### src/rtl/irq_merge_pkg.sv
package irq_merge_pkg;
  localparam int EVT_W      = 16;
  localparam int ADDR_W     = 16;
  localparam int DATA_W     = 8;
  localparam logic [ADDR_W-1:0] MASK_LO_A = 16'h0200;
  localparam logic [ADDR_W-1:0] MASK_HI_A = 16'h0201;
  localparam logic [ADDR_W-1:0] REQ_LO_A  = 16'h0210;
  localparam logic [ADDR_W-1:0] REQ_HI_A  = 16'h0211;
  localparam logic [ADDR_W-1:0] BUF_BASE_A = 16'h0804;
  localparam int BUF_STRIDE = 8;
  localparam int BUF_BIT0   = 8;
endpackage

### src/rtl/evt_reg_file.sv
module evt_reg_file
  import irq_merge_pkg::*;
#(
  parameter int NUM_BUF = 4
) (
  input  logic              clk,
  input  logic              rst,
  input  logic [ADDR_W-1:0] reg_addr,
  input  logic              reg_wr,
  input  logic [DATA_W-1:0] reg_wdata,
  input  logic              reg_rd,
  input  logic [EVT_W-1:0]  request,
  output logic [DATA_W-1:0] reg_rdata,
  output logic [EVT_W-1:0]  mask,
  output logic [NUM_BUF-1:0] buf_en
);
  logic [NUM_BUF-1:0] buf_hit;
  logic [DATA_W-1:0]  rd_mux;

  for (genvar n = 0; n < NUM_BUF; n++) begin : g_buf
    localparam logic [ADDR_W-1:0] CTRL_A = BUF_BASE_A + ADDR_W'(n * BUF_STRIDE);
    assign buf_hit[n] = (reg_addr == CTRL_A);
    always_ff @(posedge clk) begin
      if (rst) buf_en[n] <= 1'b0;
      else if (reg_wr && buf_hit[n]) buf_en[n] <= reg_wdata[0];
    end
  end

  always_ff @(posedge clk) begin
    if (rst) begin
      mask <= '0;
    end else if (reg_wr) begin
      if (reg_addr == MASK_LO_A) mask[7:0]  <= reg_wdata;
      if (reg_addr == MASK_HI_A) mask[15:8] <= reg_wdata;
    end
  end

  always_comb begin
    rd_mux = '0;
    if (reg_addr == MASK_LO_A)      rd_mux = mask[7:0];
    else if (reg_addr == MASK_HI_A) rd_mux = mask[15:8];
    else if (reg_addr == REQ_LO_A)  rd_mux = request[7:0];
    else if (reg_addr == REQ_HI_A)  rd_mux = request[15:8];
    else begin
      for (int n = 0; n < NUM_BUF; n++)
        if (buf_hit[n]) rd_mux = {{(DATA_W-1){1'b0}}, buf_en[n]};
    end
  end

  always_ff @(posedge clk) begin
    if (rst) reg_rdata <= '0;
    else if (reg_rd) reg_rdata <= rd_mux;
  end

  AST_MASK_HOLD: assert property (@(posedge clk) disable iff (rst)
    !(reg_wr && (reg_addr == MASK_LO_A || reg_addr == MASK_HI_A)) |=> $stable(mask));
  AST_EN_HOLD: assert property (@(posedge clk) disable iff (rst)
    !(reg_wr && (buf_hit != '0)) |=> $stable(buf_en));
endmodule

### src/rtl/evt_pending.sv
module evt_pending
  import irq_merge_pkg::*;
(
  input  logic             clk,
  input  logic             rst,
  input  logic [EVT_W-1:0] set_eff,
  input  logic [EVT_W-1:0] evt_clr,
  output logic [EVT_W-1:0] request
);
  always_ff @(posedge clk) begin
    if (rst) request <= '0;
    else     request <= (request & ~evt_clr) | set_eff;
  end

  AST_SET_WINS: assert property (@(posedge clk) disable iff (rst)
    1'b1 |=> ((request & $past(set_eff)) == $past(set_eff)));
  AST_CLR_ONLY: assert property (@(posedge clk) disable iff (rst)
    1'b1 |=> ((request & $past(evt_clr) & ~$past(set_eff)) == '0));
  AST_REQ_HOLD: assert property (@(posedge clk) disable iff (rst)
    (set_eff == '0 && evt_clr == '0) |=> $stable(request));
endmodule

### src/rtl/irq_merge_stage.sv
module irq_merge_stage
  import irq_merge_pkg::*;
(
  input  logic             clk,
  input  logic             rst,
  input  logic             irq_in_valid,
  input  logic [EVT_W-1:0] irq_in,
  input  logic [EVT_W-1:0] request,
  input  logic [EVT_W-1:0] mask,
  output logic             irq_out_valid,
  output logic [EVT_W-1:0] irq_out
);
  always_ff @(posedge clk) begin
    if (rst) begin
      irq_out_valid <= 1'b0;
      irq_out       <= '0;
    end else begin
      irq_out_valid <= irq_in_valid;
      if (irq_in_valid) irq_out <= irq_in | (request & mask);
    end
  end

  AST_OUT_LATENCY: assert property (@(posedge clk) disable iff (rst)
    irq_in_valid |=> irq_out_valid);
  AST_NO_STRAY: assert property (@(posedge clk) disable iff (rst)
    !irq_in_valid |=> !irq_out_valid);
  AST_ONLY_ADDS: assert property (@(posedge clk) disable iff (rst)
    irq_in_valid |=> ((irq_out & $past(irq_in)) == $past(irq_in)));
  AST_MASK_GATE: assert property (@(posedge clk) disable iff (rst)
    irq_in_valid |=> ((irq_out & ~$past(irq_in) & ~$past(mask)) == '0));
endmodule

### src/rtl/irq_event_merger.sv
module irq_event_merger
  import irq_merge_pkg::*;
#(
  parameter int NUM_BUF = 4
) (
  input  logic               clk,
  input  logic               rst,
  input  logic [15:0]        reg_addr,
  input  logic               reg_wr,
  input  logic [7:0]         reg_wdata,
  input  logic               reg_rd,
  output logic [7:0]         reg_rdata,
  input  logic [15:0]        evt_set,
  input  logic [15:0]        evt_clr,
  input  logic [NUM_BUF-1:0] buf_evt,
  input  logic               irq_in_valid,
  input  logic [15:0]        irq_in,
  output logic               irq_out_valid,
  output logic [15:0]        irq_out
);
  logic [EVT_W-1:0]   mask;
  logic [EVT_W-1:0]   request;
  logic [EVT_W-1:0]   set_eff;
  logic [NUM_BUF-1:0] buf_en;

  initial assert (NUM_BUF >= 1 && BUF_BIT0 + NUM_BUF <= EVT_W);

  always_comb begin
    set_eff = evt_set;
    for (int n = 0; n < NUM_BUF; n++)
      set_eff[BUF_BIT0+n] = evt_set[BUF_BIT0+n] | (buf_evt[n] & buf_en[n]);
  end

  evt_reg_file #(.NUM_BUF(NUM_BUF)) u_regs (
    .clk(clk), .rst(rst), .reg_addr(reg_addr), .reg_wr(reg_wr),
    .reg_wdata(reg_wdata), .reg_rd(reg_rd), .request(request),
    .reg_rdata(reg_rdata), .mask(mask), .buf_en(buf_en)
  );

  evt_pending u_pend (
    .clk(clk), .rst(rst), .set_eff(set_eff), .evt_clr(evt_clr),
    .request(request)
  );

  irq_merge_stage u_merge (
    .clk(clk), .rst(rst), .irq_in_valid(irq_in_valid), .irq_in(irq_in),
    .request(request), .mask(mask), .irq_out_valid(irq_out_valid),
    .irq_out(irq_out)
  );
endmodule

### config.mk
export PLATFORM = sky130hd
export DESIGN_NAME = irq_event_merger
export DESIGN_NICKNAME = d
export VERILOG_FILES = /design/src/rtl/irq_merge_pkg.sv /design/src/rtl/evt_reg_file.sv /design/src/rtl/evt_pending.sv /design/src/rtl/irq_merge_stage.sv /design/src/rtl/irq_event_merger.sv
export SDC_FILE = /design/constraint.sdc
export NUM_CORES = 1
export LEC_CHECK = 0
export CELL_PAD_IN_SITES_DETAIL_PLACEMENT = 1
export CELL_PAD_IN_SITES_GLOBAL_PLACEMENT = 1
export CORE_UTILIZATION = 28
export DETAILED_ROUTE_END_ITERATION = 16
export GPL_TIMING_DRIVEN = 0
export PLACE_DENSITY = 0.77
export SLEW_MARGIN = 20
export SYNTH_ARGS = -nofsm -noshare
export SYNTH_HDL_FRONTEND = slang
export SYNTH_SLANG_ARGS = --single-unit
### constraint.sdc
create_clock -name clk -period 1.83 [get_ports clk]
set_input_delay 0.366 -clock clk [delete_from_list [all_inputs] [get_ports clk]]
set_output_delay 0.366 -clock clk [all_outputs]
set_load 0.01 [all_outputs]
=== Word-level counts from Yosys, hierarchy flattened ===
Cells that the tools add are included.

* Equal/unequal tests: 8
* Mux-type cells: 8
* Bitwise logic cells: 13
* Reductions and logical operators: 6

{| class="wikitable"
|+ Operators with widths
! kind !! count
|-
| 16-bit by 10-bit == test with 1-bit output, second input constant || 4
|-
| 16-bit by 12-bit == test with 1-bit output, second input constant || 4
|-
| 16-bit AND || 2
|-
| 8-bit 2-to-1 mux || 4
|-
| 16-bit bitwise OR || 2
|-
| 16-bit inverter || 1
|-
| 1-bit AND || 4
|-
| 1-bit logical AND || 4
|-
| 1-bit 2-to-1 mux || 4
|-
| 1-bit bitwise OR || 4
|-
| 2-bit AND reduction || 2
|}

* Register bits after elaboration: 61
* Word-level logic and storage cells: 45

=== Depth between registers and ports, before layout ===
Gate-level depths: netlist (run 1).

* Depth after elaboration: 9
* Depth in mapped cells: 6
* Depth with buffers taken out: 5

=== Hierarchy ===
Synthesis (run 1) repeated with hierarchy kept, for this count alone.

* Cell total of the unflattened synthesis: 302
* Area, all modules: 2,847.7 um^2

{| class="wikitable"
|+ By module, submodules not included
! module !! times used !! cells an instance !! area each (um^2) !! sequential area each (um^2)
|-
| evt_reg_file || 1 || 160 || 1,428.9 || 560.5
|-
| irq_merge_stage || 1 || 72 || 759.5 || 340.3
|-
| evt_pending || 1 || 66 || 629.4 || 320.3
|-
| irq_event_merger || 1 || 4 || 30.0 || 0.0
|}

=== Worst setup path after synthesis (run 1) ===
Ideal clock, no wire load.

* Path kind: input to register
* Start point: input reg_addr[8]
* End point: register u_regs.mask[10]
* Data arrival time: 1.606 ns
* Slack: 0.096 ns
* Stages: 5
* Buffers on the path: 0
* Cell sequence: nor4_4 > and4b_1 > nand4_2 > mux2i_1 > nor2_1

* Cells in the longest elaborated chain, start to end: 2

{| class="wikitable"
|+ Ends and longest elaborated chain
! what !! line !! RTL
|-
| start, declared || irq_event_merger.sv:8 || <nowiki>input logic [15:0] reg_addr,</nowiki>
|-
| 16-bit by 10-bit == test with 1-bit output || evt_reg_file.sv:34 || <nowiki>if (reg_addr == MASK_HI_A) mask[15:8] <= reg_wdata;</nowiki>
|-
| 2-bit AND reduction (no line) || - ||
|-
| end signal, assigned || evt_reg_file.sv:34 ||
|-
| end, declared || evt_reg_file.sv:14 || <nowiki>output logic [EVT_W-1:0] mask,</nowiki>
|}

Every way passes these cells.
A chain may end at the register's enable or synchronous reset.

=== Final worst setup path (run 1) ===
* Start point: input reg_addr[12]
* End point: register u_regs.buf_en[3]

* Cells in the longest elaborated chain, start to end: 2

{| class="wikitable"
|+ Ends and longest elaborated chain
! what !! line !! RTL
|-
| 16-bit by 12-bit == test with 1-bit output || evt_reg_file.sv:22 || <nowiki>assign buf_hit[n] = (reg_addr == CTRL_A);</nowiki>
|-
| 1-bit logical AND || evt_reg_file.sv:25 || <nowiki>else if (reg_wr && buf_hit[n]) buf_en[n] <= reg_wdata[0];</nowiki>
|-
| end signal, assigned by index || evt_reg_file.sv:25 ||
|-
| end, declared || evt_reg_file.sv:15 || <nowiki>output logic [NUM_BUF-1:0] buf_en</nowiki>
|}

Every way passes these cells.

==> PnR_summary.wiki, run 1 <==
{| class="wikitable"
! Metric !! Value
|-
| Maximum vdd drop || 0.337 mV
|-
| Ranking of synthesized cells by area || sky130_fd_sc_hd__dfxtp_1 46%, sky130_fd_sc_hd__nor2_1 8.6%, sky130_fd_sc_hd__mux2i_1 7.9%, sky130_fd_sc_hd__a21oi_1 5.4%, sky130_fd_sc_hd__a211oi_1 4.5%
|-
| Outcome || complete, no violations
|-
| Number of global-route vias before repair || 2915
|-
| Delay of the slowest critical-path stage || 340 ps
|-
| Slowest stage cell, crit path || sky130_fd_sc_hd__nor4_4
|-
| Worst-path maximum fanout || 4
|-
| Total Die Area || 9940 µm²
|-
| Slew Limit Headroom || 0.540
|-
| Post-cts hold buffer count || 0
|-
| Max Buffers Root-to-Sink || 2
|-
| HPWL after DPL || 7020 µm
|-
| Met1 Track Usage GR || 0.243
|-
| Power per cell area || 759 nW/µm²
|-
| Fin util || 0.480
|-
| Fraction of layout instances using a drive strength above 1 || 0.150
|-
| Met2 Use GR || 0.354
|-
| CTS clock-pin slew for the worst setup and hold paths || 70 ps
|-
| Crit end category || flop
|-
| Overall Global Routing Usage || 0.205
|-
| Die Wd || 99.7 µm
|-
| Minimum period implied by the final worst setup slack || 1770 ps
|-
| Antenna violations before repair || 0
|-
| Initial detailed-routing violation count || 105
|-
| CTS Buf Count || 9
|-
| Skew-Pair Late Insertion Delay || 350 ps
|-
| Required time of the critical path || 2030 ps
|-
| Antenna diode count || 0
|-
| Clock tree from TritonCTS || done
|-
| Post-detailed-routing wire length || 10200 µm
|-
| Number of core rows || 35
|-
| Most heavily used metal layer in global routing || met2
|-
| Number of standard cells after synthesis || 299
|-
| Number of nets in the synthesized netlist || 380
|-
| Drt via density || 5.00
|-
| Startpoint class of the critical path || input port
|-
| Final-report setup violation count || 0
|-
| Boundary pin count || 106
|-
| GR Util met3 || 0.0562
|-
| Placed Instances || 531
|-
| Number of storage elements in the synthesis netlist || 61
|-
| Type of the most critical hold path || input port to flop
|-
| Sequential fraction of the synthesis area || 0.457
|-
| Worst clock skew || 7.74 ps
|-
| Final cell area excluding filler cells || 4430 µm²
|-
| Pwr Total || 3.36 mW
|-
| H-tree levels || 3
|-
| Post-DRT Antenna Nets || 0
|-
| Netlist area before placement || 2670 µm²
|-
| Detailed-route wire length per cell || 17.9 µm
|-
| Initial cell density of the core || 0.289
|-
| Finished Layout Cells || 569
|-
| Share of the clock period used by the worst path after layout || 0.968
|-
| Via count || 2844
|-
| Setup TNS || 0 ps
|-
| Maxcap violations || 0
|-
| Cells traversed along the worst timing path || dlygate4sd2_1 > nor4_4 > buf_4 > buf_6 > and4b_2 > nand4_1 > mux2i_1 > nor2_1
|-
| Final Net Count || 516
|-
| Buffers on Ports || 103
|-
| Final weighted congestion in routability-driven placement || 0.797
|-
| # clock sinks || 61
|-
| Cell type with the largest total area after synthesis || sky130_fd_sc_hd__dfxtp_1
|-
| Number of different library cells in the post-synthesis netlist || 37
|-
| Final hold violation count || 0
|-
| Remaining global-route overflow || 0
|-
| Vert. Die Dim || 99.7 µm
|-
| Global-route wire length before repair || 15300 µm
|-
| Detailed-routing iteration count for the pre-antenna-repair pass || 4
|-
| Root buffer selected by CTS || sky130_fd_sc_hd__clkbuf_8
|-
| Synth top area share || 0.457
|-
| Count of pins over their slew limit || 0
|-
| Leakage power || 1.84 nW
|-
| Worst path buffer plus inverter count || 3
|-
| Area added between synthesis and finish || 65.9%
|-
| Highest clock rate || 565 MHz
|-
| Core Footprint || 9240 µm²
|-
| Maximum number of pins on one net before global-route repair || 11
|-
| Worst endpoint data arrival time || 1970 ps
|-
| DRC Markers || 0
|-
| Worst-margin pin slew || 691 ps
|-
| Yosys synthesis warning count || 0
|-
| Instance area after placement || 3860 µm²
|-
| PnR worst setup slack || 59.1 ps
|-
| Pre-CTS setup slack || -893 ps
|-
| Worst hold margin || 329 ps
|-
| Class of the most critical setup path || input port to flop
|-
| Critical path's top delay family || simple AND/OR/NAND/NOR gates
|-
| Mean post-synth cell area || 8.94 µm²
|}
[cell families after synthesis]
| group | count (synthesis) | share of synthesized area |
|---|---|---|
| AND/OR/NAND/NOR | 107 | 0.228 |
| AO/OA/AOI/OAI | 71 | 0.179 |
| flip-flops | 61 | 0.457 |
| buffers and inverters | 39 | 0.0576 |
| multiplexers | 21 | 0.0787 |
[path summary, 6_finish.rpt]
path,startpoint,endpoint,slack [ps],cells after the start
worst min register to register,u_merge.irq_out[9]$_SDFFE_PP0P_,u_merge.irq_out[9]$_SDFFE_PP0P_,490,2
worst max-delay path,reg_addr[12],u_regs.buf_en[3]$_SDFFE_PP0P_,60,8
worst max register to register,u_regs.buf_en[0]$_SDFFE_PP0P_,u_regs.reg_rdata[0]$_SDFFE_PP0P_,550,5
worst min-delay path,rst,u_merge.irq_out_valid$_SDFF_PP0_,330,2
[registers in the layout, summed over array words and instances, names as in the netlist]
signal,cells
u_pend.request,16
u_regs.reg_rdata,8
u_regs.mask,16
u_merge.irq_out,16
u_regs.buf_en,4
u_merge.irq_out_valid,1
[layout by cell type (no fill, tap or decap), drive strengths merged]
cell type,instances
and4b,2
or4,1
nor3b,7
mux2i,21
dlymetal6s2s,5
nor2,63
nor2b,2
o22ai,1
nor3,3
inv,25
clkinv,1
clkdlybuf4s50,87
dfxtp,61
o31ai,1
o311ai,7
o22a,1
a21oi,29
nand3,4
buf,22
o21ai,3
bufinv,2
dlygate4sd2,7
clkdlybuf4s15,1
nand4b,1
a221oi,12
a32oi,1
nand2b,2
a211oi,16
nand2,5
clkbuf,29
and3b,1
nor4b,2
nor4,10
nand4,5
[routing by layer]
| layer | up-vias | wire length (µm) |
|---|---|---|
| li1 | 1360 | - |
| met5 | - | 0 |
| met3 | 16 | 533 |
| met4 | 0 | 200 |
| met1 | 1375 | 4350 |
| met2 | 93 | 5090 |
[synth_stat cells (all sizes together)]
master / count
nand2: 5
o31ai: 1
a221oi: 12
a32oi: 1
buf: 1
nand2b: 2
and3b: 1
dfxtp: 61
or4: 1
nand4b: 1
o22a: 1
nor3b: 7
nand4: 5
a21oi: 29
clkbuf: 13
nand3: 3
o21ai: 3
mux2i: 21
o311ai: 7
nor2: 63
a211oi: 16
nor2b: 2
nor3: 3
nor4b: 2
nor4: 10
inv: 25
o22ai: 1
and4b: 2
[layout make-up]
type | count | area, µm²
clock buffers | 13 | 179
multi-input cells | 200 | 1450
flip-flops and latches | 61 | 1220
well taps | 129 | 161
fillers | 1055 | 4810
repair buffers | 124 | 1200
clock inverters | 3 | 65.1
plain buffers | 14 | 61.3
inverters | 25 | 93.8
[repair_timing]
| action | 4_1_cts | 5_1_grt |
|---|---|---|
| endpoints found under the setup margin | 28 | 23 |
| pin swaps | 12 | 12 |
| cloned | 1 | 1 |
| gates resized for setup | 34 | 24 |
| setup buffers | 13 | 7 |
[power by group]
part | internal (mW) | leakage, nW | switching [mW]
clock network | 0.914 | 0.126 | 0.539
registers | 1.38 | 0.502 | 0.0415
logic | 0.274 | 1.21 | 0.213
total | 2.57 | 1.84 | 0.793
[worst register-to-register path: stages, from the launching register on]
cell and delay (ps):
sky130_fd_sc_hd__dfxtp_1 370, sky130_fd_sc_hd__mux2i_1 80, sky130_fd_sc_hd__o22a_1 210, sky130_fd_sc_hd__o22ai_1 180, sky130_fd_sc_hd__o21ai_0 110, sky130_fd_sc_hd__a221oi_1 230
No activity file was read; power rests on OpenSTA's default activity.
==> inputs of run 2 (changes only) <==
==> constraint.sdc (replaced) <==
create_clock -name clk -period 1.83 [get_ports clk]
set_input_delay 0.366 -clock clk [delete_from_list [all_inputs] [get_ports clk]]
set_output_delay 0.366 -clock clk [all_outputs]
set_load 0.1 [all_outputs]
==> PnR_summary.wiki, run 2 (synthesized netlist as in run 1, its figures left out) <==
{| class="wikitable"
! Metric !! Value
|-
| Post-DRT Antenna Nets || 0 (unchanged)
|-
| Detailed-route wire length per cell || 18.2 µm (+1.7%)
|-
| Worst clock skew || 7.82 ps (+0.0877 ps)
|-
| Required time of the critical path || 2070 ps (+40 ps)
|-
| Largest registers ranked by flip-flop count || u_merge.irq_out: 16 flops, u_pend.request: 16 flops, u_regs.mask: 16 flops
|-
| Instance count along the most critical hold path || 2 (unchanged)
|-
| Global-route wire length before repair || 15600 µm (+1.8%)
|-
| Overall Global Routing Usage || 0.209 (+0.00388)
|-
| Delay of the slowest critical-path stage || 340 ps (about the same)
|-
| Highest-count cells in the layout ignoring fill and taps || 62 x sky130_fd_sc_hd__clkdlybuf4s50_1, 61 x sky130_fd_sc_hd__nor2_1, 61 x sky130_fd_sc_hd__dfxtp_1, 29 x sky130_fd_sc_hd__a21oi_1
|-
| Pre-CTS setup slack || -893 ps (unchanged)
|-
| Slowest stage cell, crit path || sky130_fd_sc_hd__dlygate4sd2_1
|-
| Highest clock rate || 565 MHz (about the same)
|-
| Initial cell density of the core || 0.289 (unchanged)
|-
| Fraction of layout instances using a drive strength above 1 || 0.195 (+0.0455)
|-
| Boundary pin count || 106 (unchanged)
|-
| Worst Reg-to-Reg Cells || 5 (unchanged)
|-
| Antenna diode count || 0 (unchanged)
|-
| Share of the clock period used by the worst path after layout || 0.968 (about the same)
|-
| CTS Buf Count || 9 (unchanged)
|-
| PnR worst setup slack || 58.5 ps (-0.566 ps)
|-
| HPWL after DPL || 7020 µm (unchanged)
|-
| Worst-margin pin slew || 720 ps (+29.0 ps)
|-
| Most common library cell in the layout ignoring fill and taps || sky130_fd_sc_hd__clkdlybuf4s50_1
|-
| Sequential cell area || 1220 µm² (unchanged)
|-
| Total Die Area || 9940 µm² (unchanged)
|-
| Share of total power in the clock network || 0.405 (-0.027)
|-
| Switching Power || 1.01 mW (+27%)
|-
| Leakage power || 1.83 nW (-0.55%)
|-
| Initial detailed-routing violation count || 87 (-17%)
|-
| Fill cells || 1052 (-0.28%)
|-
| Buffers on Ports || 103 (unchanged)
|-
| Final weighted congestion in routability-driven placement || 0.797 (unchanged)
|-
| Reg power frac || 0.400 (-0.024)
|-
| # clock sinks || 61 (unchanged)
|-
| Startpoint class of the critical path || input port
|-
| Root buffer selected by CTS || sky130_fd_sc_hd__clkbuf_8
|-
| Drt via density || 5.06 (+1.2%)
|-
| Via count || 2877 (+1.2%)
|-
| Number of global-route vias before repair || 2948 (+1.1%)
|-
| Detailed-routing iteration count for the pre-antenna-repair pass || 4 (unchanged)
|-
| Worst endpoint data arrival time || 2020 ps (+50 ps)
|-
| Worst-path maximum fanout || 8 (+4)
|-
| Count of pins over their slew limit || 0 (unchanged)
|-
| Die Wd || 99.7 µm (unchanged)
|-
| Outcome || complete, no violations
|-
| Class of the most critical setup path || input port to flop
|-
| Final-report setup violation count || 0 (unchanged)
|-
| Max Buffers Root-to-Sink || 2 (unchanged)
|-
| Logic pwr share || 0.195 (+0.050)
|-
| Post-cts hold buffer count || 0 (unchanged)
|-
| Maxcap violations || 0 (unchanged)
|-
| Minimum period implied by the final worst setup slack || 1770 ps (+0.566 ps)
|-
| Maximum vdd drop || 0.362 mV (+7.4%)
|-
| Switching portion of total power || 0.282 (+0.0467)
|-
| Final cell area excluding filler cells || 4460 µm² (+0.59%)
|-
| Final hold violation count || 0 (unchanged)
|-
| Area added between synthesis and finish || 66.9%
|-
| Maximum number of pins on one net before global-route repair || 11 (unchanged)
|-
| Slew Limit Headroom || 0.520 (-0.0193)
|-
| Cells traversed along the worst timing path || dlygate4sd2_1 > nor4b_4 > buf_4 > nand3_4 > nor2_4 > a221oi_1 > nor4_1
|-
| Worst hold margin || 331 ps (+2.47 ps)
|-
| Power per cell area || 799 nW/µm² (+5.3%)
|-
| Core Footprint || 9240 µm² (unchanged)
|-
| Instance area after placement || 3860 µm² (unchanged)
|-
| Internal power || 2.56 mW (-0.56%)
|-
| Vert. Die Dim || 99.7 µm (unchanged)
|-
| Skew-Pair Late Insertion Delay || 340 ps (about the same)
|-
| Number of core rows || 35 (unchanged)
|-
| DRC Markers || 0 (unchanged)
|-
| Clock tree from TritonCTS || done
|-
| H-tree levels || 3 (unchanged)
|-
| Type of the most critical hold path || input port to flop
|-
| Remaining global-route overflow || 0 (unchanged)
|-
| CTS clock-pin slew for the worst setup and hold paths || 70 ps (about the same)
|-
| Footprint of the multi-input gates || 1430 µm² (-1.5%)
|-
| Post-detailed-routing wire length || 10300 µm (+1.7%)
|-
| Antenna violations before repair || 0 (unchanged)
|-
| Crit end category || flop
|-
| Final Net Count || 516 (unchanged)
|}
run 2: cell count changes in the layout (fill, tap and decap cells not counted), sizes merged:
cell / previous run / this run
clkbuf: 29 / 26
clkdlybuf4s15: 1 / 25
clkdlybuf4s50: 87 / 62
dlygate4sd2: 7 / 12
dlymetal6s2s: 5 / 4
run 2: cell type report:
class                   count  area share
multi-input cells         200       0.321
clock buffers              13      0.0401
inverters                  25      0.0210
well taps                 129      0.0362
clock inverters             3      0.0146
plain buffers              14      0.0135
repair buffers            124       0.280
flip-flops and latches     61       0.274
run 2: path summary, 6_finish.rpt:
| path | from | slack (ps) | to |
|---|---|---|---|
| worst max-delay path | reg_addr[3] | 60 | u_regs.reg_rdata[3]$_SDFFE_PP0P_ |
| worst max register to register | u_regs.buf_en[0]$_SDFFE_PP0P_ | 540 | u_regs.reg_rdata[0]$_SDFFE_PP0P_ |
| worst min-delay path | rst | 330 | u_merge.irq_out_valid$_SDFF_PP0_ |
| worst min register to register | u_merge.irq_out[9]$_SDFFE_PP0P_ | 490 | u_merge.irq_out[9]$_SDFFE_PP0P_ |
run 2: through the flow:
stage / power, mW / TNS [ps] / utilization / cells
final: 3.56 / 0 / 0.483 / 569
after global routing: 3.69 / -5.85 / 0.483 / 569
after CTS: 3.58 / 0 / 0.474 / 564
after detailed placement: 2.13 / -20400 / 0.418 / 531
after global placement: 2.12 / -19580 / 0.418 / 531
after floorplan: 1.81 / 0 / - / 299
run 2: critical path, delay by kind of cell:
kind	cells	cell delay, ps
AO/OA/AOI/OAI	1	140
buffers and inverters	2	550
AND/OR/NAND/NOR	4	950
run 2: power by group through the flow:
stage                     logic (mW)  registers [mW]  clock network [mW]
after global routing           0.730            1.43                1.53
after global placement         0.664            1.45                   0
after floorplan                0.134            1.68                   0
final                          0.693            1.43                1.44
after detailed placement       0.675            1.45                   0
after CTS                      0.685            1.43                1.47
run 2: repair_timing:
| action | CTS | global route |
|---|---|---|
| endpoints found under the setup margin | 53 | 19 |
| pin swaps | 13 | 11 |
| resized for setup | 112 | 10 |
| setup buffers | 16 | 4 |
| gates cloned | 1 | 1 |
run 2: routing by layer:
layer  wire (µm)  share of wire  track usage
met4         266          0.026       0.0871
met5           0              0            0
met2        5180           0.50        0.361
met1        4320           0.42        0.249
met3         578          0.056       0.0485
